==> src/rtl/i2c_cmd_pkg.sv <==
package i2c_cmd_pkg;

  typedef enum logic [2:0] {
    LK_IDLE, LK_ADDR, LK_AACK, LK_WR, LK_WACK, LK_RD, LK_RACK
  } link_st_t;

  localparam logic [1:0] MODE_FIXED   = 2'b00;
  localparam logic [1:0] MODE_STEP    = 2'b01;
  localparam logic [1:0] MODE_SPECIAL = 2'b11;
  localparam logic [4:0] FN_INT_CLR   = 5'b00110;

  localparam int PTR_W     = 5;
  localparam int CFG_SLOTS = 16;

  localparam logic [PTR_W-1:0] A_IDENT = 5'h12;
  localparam logic [PTR_W-1:0] A_STAT  = 5'h13;
  localparam logic [PTR_W-1:0] A_R0LO  = 5'h14;
  localparam logic [PTR_W-1:0] A_R0HI  = 5'h15;
  localparam logic [PTR_W-1:0] A_R1LO  = 5'h16;
  localparam logic [PTR_W-1:0] A_R1HI  = 5'h17;
  localparam logic [7:0]       STAT_VISIBLE = 8'h11;

  // writable bits per storage slot; zero means no storage at that address
  function automatic logic [7:0] slot_mask(input int a);
    case (a)
      0:                 return 8'h5B;
      1, 3, 4, 5, 6, 7:  return 8'hFF;
      12:                return 8'h0F;
      13:                return 8'h06;
      15:                return 8'h03;
      default:           return 8'h00;
    endcase
  endfunction

  function automatic logic [7:0] slot_reset(input int a);
    return (a == 1 || a == 3) ? 8'hFF : 8'h00;
  endfunction

endpackage

==> src/rtl/i2c_cmd_link.sv <==
module i2c_cmd_link
  import i2c_cmd_pkg::*;
#(
  parameter logic [6:0] DEV_ADDR = 7'h39
) (
  input  logic       clk,
  input  logic       rst_n,
  input  logic       scl_i,
  input  logic       sda_i,
  output logic       sda_oe_o,
  output logic       wr_stb_o,
  output logic       wr_first_o,
  output logic [7:0] wr_data_o,
  output logic       rd_take_o,
  input  logic [7:0] rd_data_i
);

  logic scl_m, scl_s, scl_q, sda_m, sda_s, sda_q;
  link_st_t st;
  logic [7:0] sh;
  logic [2:0] cnt;
  logic full, rw_q, first_q, nack_q;

  always_ff @(posedge clk or negedge rst_n) begin
    if (!rst_n) begin
      {scl_m, scl_s, scl_q} <= 3'b111;
      {sda_m, sda_s, sda_q} <= 3'b111;
    end else begin
      {scl_m, scl_s, scl_q} <= {scl_i, scl_m, scl_s};
      {sda_m, sda_s, sda_q} <= {sda_i, sda_m, sda_s};
    end
  end

  logic scl_rise, scl_fall, bus_start, bus_stop;
  assign scl_rise  = scl_s & ~scl_q;
  assign scl_fall  = ~scl_s & scl_q;
  assign bus_start = scl_s & scl_q & sda_q & ~sda_s;
  assign bus_stop  = scl_s & scl_q & ~sda_q & sda_s;

  assign wr_data_o = sh;

  always_ff @(posedge clk or negedge rst_n) begin
    if (!rst_n) begin
      st <= LK_IDLE; sh <= '0; cnt <= '0; full <= 1'b0;
      rw_q <= 1'b0; first_q <= 1'b0; nack_q <= 1'b0;
      sda_oe_o <= 1'b0; wr_stb_o <= 1'b0; wr_first_o <= 1'b0; rd_take_o <= 1'b0;
    end else begin
      wr_stb_o  <= 1'b0;
      rd_take_o <= 1'b0;
      if (bus_start) begin
        st <= LK_ADDR; cnt <= '0; full <= 1'b0; sda_oe_o <= 1'b0;
      end else if (bus_stop) begin
        st <= LK_IDLE; sda_oe_o <= 1'b0;
      end else begin
        case (st)
          LK_ADDR, LK_WR: begin
            if (scl_rise) begin
              sh   <= {sh[6:0], sda_s};
              cnt  <= cnt + 3'd1;
              full <= (cnt == 3'd7);
            end else if (scl_fall && full) begin
              full <= 1'b0;
              if (st == LK_WR) begin
                sda_oe_o <= 1'b1; wr_stb_o <= 1'b1;
                wr_first_o <= first_q; first_q <= 1'b0;
                st <= LK_WACK;
              end else if (sh[7:1] == DEV_ADDR) begin
                sda_oe_o <= 1'b1; rw_q <= sh[0]; st <= LK_AACK;
              end else begin
                st <= LK_IDLE;
              end
            end
          end
          LK_AACK: if (scl_fall) begin
            cnt <= '0;
            if (rw_q) begin
              sh <= rd_data_i; sda_oe_o <= ~rd_data_i[7];
              rd_take_o <= 1'b1; st <= LK_RD;
            end else begin
              sda_oe_o <= 1'b0; first_q <= 1'b1; st <= LK_WR;
            end
          end
          LK_WACK: if (scl_fall) begin
            sda_oe_o <= 1'b0; cnt <= '0; st <= LK_WR;
          end
          LK_RD: if (scl_fall) begin
            if (cnt == 3'd7) begin
              sda_oe_o <= 1'b0; st <= LK_RACK;
            end else begin
              cnt <= cnt + 3'd1; sh <= {sh[6:0], 1'b0}; sda_oe_o <= ~sh[6];
            end
          end
          LK_RACK: begin
            if (scl_rise) nack_q <= sda_s;
            else if (scl_fall) begin
              if (nack_q) st <= LK_IDLE;
              else begin
                cnt <= '0; sh <= rd_data_i; sda_oe_o <= ~rd_data_i[7];
                rd_take_o <= 1'b1; st <= LK_RD;
              end
            end
          end
          default: ;
        endcase
      end
    end
  end

endmodule

==> src/rtl/i2c_cmd_regs.sv <==
module i2c_cmd_regs
  import i2c_cmd_pkg::*;
#(
  parameter logic [7:0] CHIP_ID = 8'h34,
  parameter int         RES_W   = 16
) (
  input  logic                           clk,
  input  logic                           rst_n,
  input  logic                           wr_stb_i,
  input  logic                           wr_first_i,
  input  logic [7:0]                     wr_data_i,
  input  logic                           rd_take_i,
  output logic [7:0]                     rd_data_o,
  input  logic [RES_W-1:0]               res0_i,
  input  logic [RES_W-1:0]               res1_i,
  input  logic [7:0]                     stat_i,
  output logic                           int_clr_o,
  output logic [CFG_SLOTS-1:0][7:0]      slots_o
);

  localparam int HI_LSB = RES_W - 8;

  logic [PTR_W-1:0] ptr_q;
  logic             step_q;
  logic [7:0]       shadow_q;

  logic       is_cmd, data_stb;
  logic [1:0] cmd_mode;
  assign is_cmd   = wr_first_i & wr_data_i[7];
  assign cmd_mode = wr_data_i[6:5];
  assign data_stb = wr_stb_i & ~is_cmd;

  for (genvar g = 0; g < CFG_SLOTS; g++) begin : g_slot
    if (slot_mask(g) != 8'h00) begin : g_store
      always_ff @(posedge clk or negedge rst_n) begin
        if (!rst_n) slots_o[g] <= slot_reset(g);
        else if (data_stb && ptr_q == PTR_W'(g)) slots_o[g] <= wr_data_i & slot_mask(g);
      end
    end else begin : g_none
      assign slots_o[g] = 8'h00;
    end
  end

  always_ff @(posedge clk or negedge rst_n) begin
    if (!rst_n) begin
      ptr_q <= '0; step_q <= 1'b0; shadow_q <= '0; int_clr_o <= 1'b0;
    end else begin
      int_clr_o <= wr_stb_i & is_cmd & (cmd_mode == MODE_SPECIAL) & (wr_data_i[4:0] == FN_INT_CLR);
      if (wr_stb_i && is_cmd) begin
        if (cmd_mode == MODE_FIXED || cmd_mode == MODE_STEP) begin
          ptr_q  <= wr_data_i[4:0];
          step_q <= cmd_mode[0];
        end
      end else if ((data_stb || rd_take_i) && step_q) begin
        ptr_q <= ptr_q + 1'b1;
      end
      if (rd_take_i && ptr_q == A_R0LO) shadow_q <= res0_i[HI_LSB +: 8];
      if (rd_take_i && ptr_q == A_R1LO) shadow_q <= res1_i[HI_LSB +: 8];
    end
  end

  always_comb begin
    if (!ptr_q[PTR_W-1]) rd_data_o = slots_o[ptr_q[PTR_W-2:0]];
    else begin
      case (ptr_q)
        A_IDENT:         rd_data_o = CHIP_ID;
        A_STAT:          rd_data_o = stat_i & STAT_VISIBLE;
        A_R0LO:          rd_data_o = res0_i[7:0];
        A_R1LO:          rd_data_o = res1_i[7:0];
        A_R0HI, A_R1HI:  rd_data_o = shadow_q;
        default:         rd_data_o = 8'h00;
      endcase
    end
  end

endmodule

==> src/rtl/i2c_cmd_regif.sv <==
module i2c_cmd_regif
  import i2c_cmd_pkg::*;
#(
  parameter logic [6:0] DEV_ADDR = 7'h39,
  parameter logic [7:0] CHIP_ID  = 8'h34
) (
  input  logic        clk,
  input  logic        rst_n,
  input  logic        scl_i,
  input  logic        sda_i,
  output logic        sda_oe_o,
  input  logic [15:0] res0_i,
  input  logic [15:0] res1_i,
  input  logic [7:0]  stat_i,
  output logic        int_clr_o,
  output logic [7:0]  ctl_enable_o,
  output logic [7:0]  ctl_itime_o,
  output logic [7:0]  ctl_wtime_o,
  output logic [15:0] ctl_thr_lo_o,
  output logic [15:0] ctl_thr_hi_o,
  output logic [3:0]  ctl_pers_o,
  output logic [7:0]  ctl_config_o,
  output logic [1:0]  ctl_gain_o
);

  logic       wr_stb, wr_first, rd_take;
  logic [7:0] wr_data, rd_data;
  logic [CFG_SLOTS-1:0][7:0] slots;

  i2c_cmd_link #(.DEV_ADDR(DEV_ADDR)) link_i (
    .clk(clk), .rst_n(rst_n), .scl_i(scl_i), .sda_i(sda_i), .sda_oe_o(sda_oe_o),
    .wr_stb_o(wr_stb), .wr_first_o(wr_first), .wr_data_o(wr_data),
    .rd_take_o(rd_take), .rd_data_i(rd_data)
  );

  i2c_cmd_regs #(.CHIP_ID(CHIP_ID), .RES_W(16)) regs_i (
    .clk(clk), .rst_n(rst_n), .wr_stb_i(wr_stb), .wr_first_i(wr_first),
    .wr_data_i(wr_data), .rd_take_i(rd_take), .rd_data_o(rd_data),
    .res0_i(res0_i), .res1_i(res1_i), .stat_i(stat_i),
    .int_clr_o(int_clr_o), .slots_o(slots)
  );

  assign ctl_enable_o = slots[0];
  assign ctl_itime_o  = slots[1];
  assign ctl_wtime_o  = slots[3];
  assign ctl_thr_lo_o = {slots[5], slots[4]};
  assign ctl_thr_hi_o = {slots[7], slots[6]};
  assign ctl_pers_o   = slots[12][3:0];
  assign ctl_config_o = slots[13];
  assign ctl_gain_o   = slots[15][1:0];

  logic unused_slot_bits;
  assign unused_slot_bits = ^{slots[2], slots[8], slots[9], slots[10], slots[11],
                              slots[12][7:4], slots[14], slots[15][7:2]};

endmodule

==> config.mk <==
export PLATFORM = sky130hd
export DESIGN_NAME = i2c_cmd_regif
export DESIGN_NICKNAME = d
export VERILOG_FILES = /design/src/rtl/i2c_cmd_pkg.sv /design/src/rtl/i2c_cmd_link.sv /design/src/rtl/i2c_cmd_regs.sv /design/src/rtl/i2c_cmd_regif.sv
export SDC_FILE = /design/constraint.sdc
export NUM_CORES = 1
export LEC_CHECK = 0
export BUFFER_PORTS_ARGS = -buffer_cell sky130_fd_sc_hd__buf_2
export CORE_ASPECT_RATIO = 1.5
export CORE_MARGIN = 1
export CORE_UTILIZATION = 28
export DETAILED_ROUTE_END_ITERATION = 16
export SLEW_MARGIN = 20
export SYNTH_ARGS = -nofsm -noshare
export SYNTH_HDL_FRONTEND = slang
export SYNTH_HIERARCHICAL = 1
export SYNTH_SLANG_ARGS = --single-unit
==> constraint.sdc <==
create_clock -name clk -period 2.4 [get_ports clk]
set_input_delay 0.24 -clock clk [delete_from_list [all_inputs] [get_ports clk]]
set_output_delay 0.24 -clock clk [all_outputs]
set_load 0.01 [all_outputs]
==> results.md, run 1 <==
Detailed routing:
- The number of nets still failing antenna checks after routing is 0.
- In the routed design, unresolved DRC markers number 0.
- In the routed layout, each cell is associated on average with a via count of 5.03.
- Summing over every cut layer, the via total after detailed routing is 4495.
- After the first detailed-routing iteration, the DRC count stood at roughly 310.
- In the final routed layout, each cell accounts on average for 18.7 um.
- The routed design has 16700 um of wire.
- The first TritonRoute pass finished after 5 iterations.

Run:
- The count of maximum capacitance violations is 0.

Setup path:
- The arrival time reported for the critical path endpoint is 2430 ps.
- The kind of critical path is reg -> reg.
- The startpoint identified for the worst register-to-register timing path is regs_i/ptr_q[0].
- The worst endpoint required time is approximately 2600 ps.
- The number of cells on the worst reg-to-reg path is 9.
- In this run the worst setup path begins at regs_i/ptr_q[0].
- The slowest library cell on the worst path is sky130_fd_sc_hd__dfrtp_2.
- Walking the worst path, the cells encountered are clkinv_2 -> ha_1 -> and4b_1 -> a22o_1 -> a221oi_2 -> o211ai_1 -> o22ai_1 -> nor2_1 -> mux2_1.
- The kind of cell adding the most delay to the critical path is compound AO/OA/AOI/OAI gates.
- The worst register-to-register path has a setup slack of 220 ps.
- In this run the worst path has a maximum fanout of 6.
- The type of element capturing the critical path is a flop.
- The buffers plus inverters on the worst setup path is 1.
- The endpoint of the worst-slack reg-to-reg timing path is link_i/wr_data_o[0].
- Following the worst setup path forward leads to its endpoint at link_i/wr_data_o[0].
- The worst setup path is launched from a flop.
- Counting buffers and inverters, the worst setup path is 9 cells deep.
- For this run, the slowest stage of the critical path takes around 410 ps.

STA:
- The largest clock skew in the final design is 10.4 ps.
- The final number of hold-violating endpoints came to 0.
- Setup violations remaining at the end of the flow were counted as 0.
- Setup repair after global routing left no endpoint under its margin.
- In this run the tightest slew margin relative to its limit is ~57%.
- The clock period could shrink to around 2200 ps.
- The final count of pins violating max slew is 0.
- Setup total negative slack on the finished layout was measured at 0 ps.
- Dividing the final minimum period by the clock period gives 91.0%.
- The transition time at the pin with the least slew margin is 649 ps.
- The top achievable clock speed is 458 MHz.

Worst hold path:
- The min-delay analysis places its worst path in the category in -> reg.
- The worst hold path begins at res0_i[10].

Clocking:
- For this design, the sink count on the clock tree is 104.
- The number of clock buffers inserted by TritonCTS is 9.
- TritonCTS built the clock tree.
- At the later pin of the worst-skew pair, clock insertion delay measures around 360 ps.
- The clock passes through at most 2 buffers.
- In this run the post-CTS setup repair buffer count came out at 0.
- The total number of H-tree levels is 3.
- The register clock-pin slew on the reported worst setup and hold paths is 70 ps.
- Clock tree synthesis selected as its root buffer the cell sky130_fd_sc_hd__clkbuf_16.

Floorplanning:
- The full die area is 21000 um^2.
- 116 I/O pins were placed.
- The cell row count is 63.
- From left edge to right edge, the die measures between 100 and 150 um.
- The vertical extent of the die is around 180 um.
- The initial utilization of the core area, before any placement, comes to 28.7%.
- The floorplan step defined a core boundary enclosing 19900 um^2.

Cells and area:
- In the final layout, flip-flops and latches occupy 2630 um^2.
- Summing all multi-input logic gate instances after layout gives 2840 um^2.
- After routing the design area is 6870 um^2.
- The final layout contains slightly below 700 nets.
- The fraction of layout instances using a drive strength above 1 is 42.8%.
- The layout overhead on the synthesized area is 20.3%.
- The number of antenna cells inserted is 0.
- The layout has approximately 2000 filler cells.

Synthesis:
- The post-synthesis instance area is 5710 um^2.
- After technology mapping, the gate count stands at about 500.
- A synthesized cell averages around 11 um^2.
- The Yosys step of the flow raised 6 warnings.

Power and ir drop:
- The switching portion of total power is 27.9%.
- The register share of total power is 51.0%.
- For this design the ratio of total power to cell area is 543 nW/um^2.
- The cell leakage power is 3.26 nW.
- The combinational power share is approximately 12%.
- The analysis attributes to net switching a power of 1.04 mW.
- Of the total power, the clock network draws 36.9%.
- The design internal power is 2.69 mW.
- VDD sags by at most 0.000286 V.

Global routing:
- The aggregate global routing overflow is 0.
- The first global-routing pass estimated 26000 um of wire.
- The maximum number of pins on one net before global-route repair is 47.
- The number of antenna violations at the first check in global routing is 0.
- The global-route usage over all layers is approximately 16%.
- The via count of the first global-routing pass is 4528.

Place:
- The detailed-placement wirelength estimate is between 10000 and 15000 um.
- Port buffering added 100 buffers.
- The placed instances occupy a cell area of 6570 um^2.
- The last weighted congestion value of the routability-driven placer is 0.828.

Status:
- The flow ran to the end, and the final reports show no timing, DRC or antenna violations.
## worst min path at each step
stage / to / slack [ps] / cells after the start
4_1_cts: regs_i/shadow_q[1] / 180 / 3
2_1_floorplan: link_i/cnt[0] / -60 / 0
3_5_place_dp: link_i/cnt[1] / 310 / 1
5_1_grt: regs_i/shadow_q[1] / 200 / 3
3_3_place_gp: link_i/cnt[1] / 310 / 1
6_report: regs_i/shadow_q[2] / 180 / 3
## metrics by stage
step / setup slack (ps) / hold WS, ps / cells / power, mW / util [%]
after global placement: 190 / 305 / 874 / 2.38 / 33.1
after CTS: 157 / 185 / 893 / 3.77 / 34.6
after global routing: 60.3 / 204 / 893 / 3.88 / 34.6
after floorplan: 6.07 / -55.6 / 523 / 2.14 / -
final: 216 / 185 / 893 / 3.73 / 34.6
after detailed placement: 165 / 311 / 874 / 2.39 / 33.1
## timing repair
| action | 4_1_cts | 5_1_grt |
|---|---|---|
| hold buffers | 3 | 0 |
| resized for setup | 0 | 1 |
| hold endpoints to repair | 36 | 0 |
| endpoints found under the setup margin | 0 | 1 |
## routing by layer
layer | part of all wire (%) | vias to the layer above | GRT usage (%)
met4 | 4.1 | 0 | 8.12
met1 | 38 | 2219 | 17.3
li1 | - | 2094 | -
met2 | 52 | 148 | 30.1
met3 | 5.8 | 34 | 3.83
met5 | 0 | - | 0
## placed cells by master, fill, tap and decap left out, types with 5 or more instances in the layout
cell type                    n
sky130_fd_sc_hd__nor2_1     35
sky130_fd_sc_hd__nand2_2     6
sky130_fd_sc_hd__clkbuf_16   9
sky130_fd_sc_hd__a21oi_1    19
sky130_fd_sc_hd__mux4_2      5
sky130_fd_sc_hd__dfrtp_1    81
sky130_fd_sc_hd__nand2_1    48
sky130_fd_sc_hd__nand3b_1    5
sky130_fd_sc_hd__nand3_1    12
sky130_fd_sc_hd__buf_2      99
sky130_fd_sc_hd__o22ai_1    10
sky130_fd_sc_hd__inv_1       6
sky130_fd_sc_hd__o21ai_1     5
sky130_fd_sc_hd__nor3_1     11
sky130_fd_sc_hd__ha_1        7
sky130_fd_sc_hd__buf_4      28
sky130_fd_sc_hd__o211ai_1    5
sky130_fd_sc_hd__mux2_2     73
sky130_fd_sc_hd__mux2i_1    12
sky130_fd_sc_hd__and3_1      5
sky130_fd_sc_hd__o21ai_0    14
sky130_fd_sc_hd__conb_1      9
sky130_fd_sc_hd__dfstp_2    22
sky130_fd_sc_hd__mux2_1      9
## tightest hold or removal path: cells and delay by family
kind	cells	cell delay, ps
AOI/OAI and AO/OA	2	180
buffers and inverters	1	70
## registers in the layout, summed over array words and instances, names as in the netlist, 3 cells and up
| signal | cells |
|---|---|
| regs_i/slots_o | 61 |
| link_i/wr_data_o | 8 |
| regs_i/ptr_q | 5 |
| regs_i/shadow_q | 8 |
| link_i/st | 3 |
| link_i/cnt | 3 |
## power by group through the flow
stage               clock network, mW  registers [mW]  logic, mW
CTS                              1.41            1.90      0.461
global route                     1.46            1.91      0.502
finish                           1.37            1.90      0.452
global placement                    0            1.93      0.452
detailed placement                  0            1.93      0.456
floorplan                           0            1.91      0.231
## cell type report
| class | instances | area share, % |
|---|---|---|
| inverters | 8 | 0.455 |
| clock buffers | 11 | 3.39 |
| repair buffers | 132 | 11.3 |
| multi-input cells | 373 | 41.3 |
| clock inverters | 5 | 0.474 |
| flip-flops and latches | 104 | 38.3 |
| well taps | 260 | 4.74 |
Note: power is estimated with default switching activity, not from simulation.
==> inputs of run 2 (changes only) <==
Settings changed: CORE_ASPECT_RATIO 1.5 to 1.2.
==> run 2 against run 1 <==
  * Core utilization up 0.63 points
  * Global-route usage shrank 0.085 points
  * Clock skew grew 0.63 ps
  * Die area is essentially flat
  * Final cell count grew 0.56%
  * Design area grew 1.3%
  * Register-to-register slack worse by 90 ps
  * Via count is 0.85% higher
  * Clock power grew 22%
  * Sequential share of layout area decreased by 0.48 points
  * Largest cell class unchanged
==> results.md, run 2 (synthesis gave the netlist of run 1 again) <==
Cells and area:
- The number of antenna cells inserted is 0.
- In the layout the commonest cells are sky130_fd_sc_hd__buf_2, sky130_fd_sc_hd__dfrtp_1, sky130_fd_sc_hd__mux2_2.
- The most common cell after layout, fill and taps aside is sky130_fd_sc_hd__buf_2.
- The register with the most flip-flops in the final layout is regs_i/slots_o.
- The fraction of layout instances using a drive strength above 1 is 43.2%.
- The final cell count without fillers is 898.
- From synthesis to final layout, the design area changed by 21.8%.
- The register with the most flip-flops in the layout has ~60 of them.
- In the final design database the tool counted 683 nets.
- After routing the design area is 6960 um^2.

Clocking:
- The total number of H-tree levels is 3.
- The buffer cell driving the clock tree root is sky130_fd_sc_hd__clkbuf_16.
- No sink is reached through more buffers than the 2 on the longest clock path.
- Clock-pin slew was measured on the worst setup and hold paths at 70 ps.
- TritonCTS built the clock tree.
- The clock reaches the later pin of the worst-skew pair after 360 ps.
- The number of clock sinks seen by CTS is 104.
- TritonCTS created 9 clock buffers.

Setup path:
- At the worst endpoint, the arrival time is about 2500 ps.
- STA classifies the critical path endpoint as a flop.
- The critical path is of the reg -> reg type.
- In this run the worst path has a maximum fanout of 5.
- The startpoint type of the worst setup path is a flop.
- The worst endpoint required time is ~2600 ps.

STA:
- The worst pin sits at a relative slew slack of 60.8%.
- Setup repair after global routing left no endpoint under its margin.
- The final count of pins violating max slew came to 0.
- Timing would allow up to approximately 440 MHz.
- The largest clock skew in the final design is 11.0 ps.
- The final critical-path setup slack is about 130 ps.
- In the final timing run, aggregate negative setup slack is 0 ps.
- The transition time at the pin with the least slew margin is 588 ps.
- The final number of hold-violating endpoints is 0.
- Dividing the final minimum period by the clock period gives 94.7%.
- The final period demand of the worst path is 2270 ps.
- The final setup violation count is 0.

Global routing:
- The global-route wire length before repair is 25600 um.
- The met2 usage in global routing is a little over a quarter.
- The total overflow left after global routing is 0.
- The number of antenna violations at the first check in global routing is 0.
- The via count of the first global-routing pass is 4423.
- The global-route usage over all layers is 16.3%.
- In this run the most used layer during global routing was met2.
- The maximum number of pins on one net before global-route repair is between 60 and 70.
- The met3 global-route usage is 3.41%.
- For met1 alone, demand over resource in global routing was 20.4%.

Power and ir drop:
- After layout, the design draws a total of 3.96 mW.
- For this design the ratio of total power to cell area is 570 nW/um^2.
- The peak supply drop is around 0.00035 V.
- The cell leakage power is 3.31 nW.

Place:
- The total cell area at the placement stage is 6560 um^2.
- The post-placement cell count is about 900.
- The detailed-placement wirelength estimate is 12200 um.
- The placement-stage worst setup slack is -1.56 ps.
- The last weighted congestion value of the routability-driven placer is 0.864.
- Input and output buffers added on the ports amount to 100.

Detailed routing:
- Dividing the detail-routed via count by the number of cells gives 5.05.
- In this run the remaining antenna-violating nets after routing total 0.
- The number of design rule violations left after detail routing is 0.
- The first TritonRoute pass finished after 5 iterations.
- The total number of vias is 4533.
- The wire length per cell after detailed routing is approximately 19 um.
- The number of DRC markers after the initial detailed-route iteration is around 320.
- The routed wire length is 16800 um.

Floorplanning:
- The cell row count is 56.
- The region available for standard cell placement spans approximately 20000 um^2.
- In this run the vertical extent of the chip is 158 um.
- The width of the die is 132 um.
- The count of pins on the block boundary is 116.
- For this configuration, the core starts out at a cell density of 28.9%.
- The floorplan step defined a die boundary enclosing 21000 um^2.

Status:
- The run finished with clean final reports.

Worst hold path:
- In this run the worst hold path is classified as in -> reg.

Run:
- Across the run, the number of max-cap violations was 0.
==> run 2: changes by cell type in the layout (fill, tap and decap cells not counted), sizes merged <==
cell	change
bufinv	+3
clkbuf	+1
buf	+4
clkinv	-4
==> run 2: path summary, 6_finish.rpt <==
check / cells after the start / slack (ps) / startpoint / endpoint
min in group asynchronous: 2 / 420 / rst_n / regs_i/int_clr_o
max in group asynchronous: 3 / 1190 / rst_n / regs_i/slots_o[8]
min reg2reg: 0 / 360 / link_i/scl_m / link_i/scl_s
min: 3 / 200 / res0_i[8] / regs_i/shadow_q[0]
max reg2reg: 10 / 130 / regs_i/ptr_q[1] / link_i/wr_data_o[6]
max: 10 / 130 / regs_i/ptr_q[1] / link_i/wr_data_o[6]
==> run 2: final cells by class <==
| class | instances | area (um^2) |
|---|---|---|
| Fill cell | 2073 | 12800 |
| Multi-Input combinational cell | 373 | 2840 |
| Sequential cell | 104 | 2630 |
| Timing Repair Buffer | 136 | 793 |
| Tap cell | 261 | 327 |
| Clock buffer | 12 | 236 |
| Clock inverter | 4 | 95.1 |
| Inverter | 8 | 32.5 |
==> run 2: critical path, stage by stage (launching register included) <==
cell                       delay (ps)
sky130_fd_sc_hd__dfrtp_1          400
sky130_fd_sc_hd__buf_4            150
sky130_fd_sc_hd__ha_1             180
sky130_fd_sc_hd__nor2_1           140
sky130_fd_sc_hd__nor3_2           100
sky130_fd_sc_hd__buf_4            160
sky130_fd_sc_hd__a222oi_1         490
sky130_fd_sc_hd__o21ai_1          130
sky130_fd_sc_hd__nand2_1           80
sky130_fd_sc_hd__nand2_1           50
sky130_fd_sc_hd__mux2_1           270
==> run 2: timing repair <==
item | in CTS | in global routing
hold buffers | 3 | 0
gates resized for setup | 1 | 3
hold endpoints to repair | 32 | 0
buffers inserted | 2 | 2
pin swaps | 1 | 1
endpoints found under the setup margin | 1 | 1
==> run 2: per-layer routing <==
metal | part of all wire (%) | vias to the layer above
li1 | - | 2101
met1 | 44 | 2281
met2 | 48 | 129
met3 | 5.5 | 22
met4 | 2.5 | 0
met5 | 0 | -
==> run 2: power by group <==
group / leakage, nW / switching (mW) / internal [mW]
clock: 0.161 / 0.646 / 1.02
sequential: 1.30 / 0.148 / 1.82
combinational: 1.85 / 0.193 / 0.141
total: 3.31 / 0.986 / 2.98
==> run 2: per-stage QoR <==
step | util (%) | hold slack (ps)
final | 35.2 | 204
after detailed placement | 33.2 | 279
after CTS | 35.1 | 205
after floorplan | - | -55.6
after global placement | 33.2 | 278
after global routing | 35.2 | 221
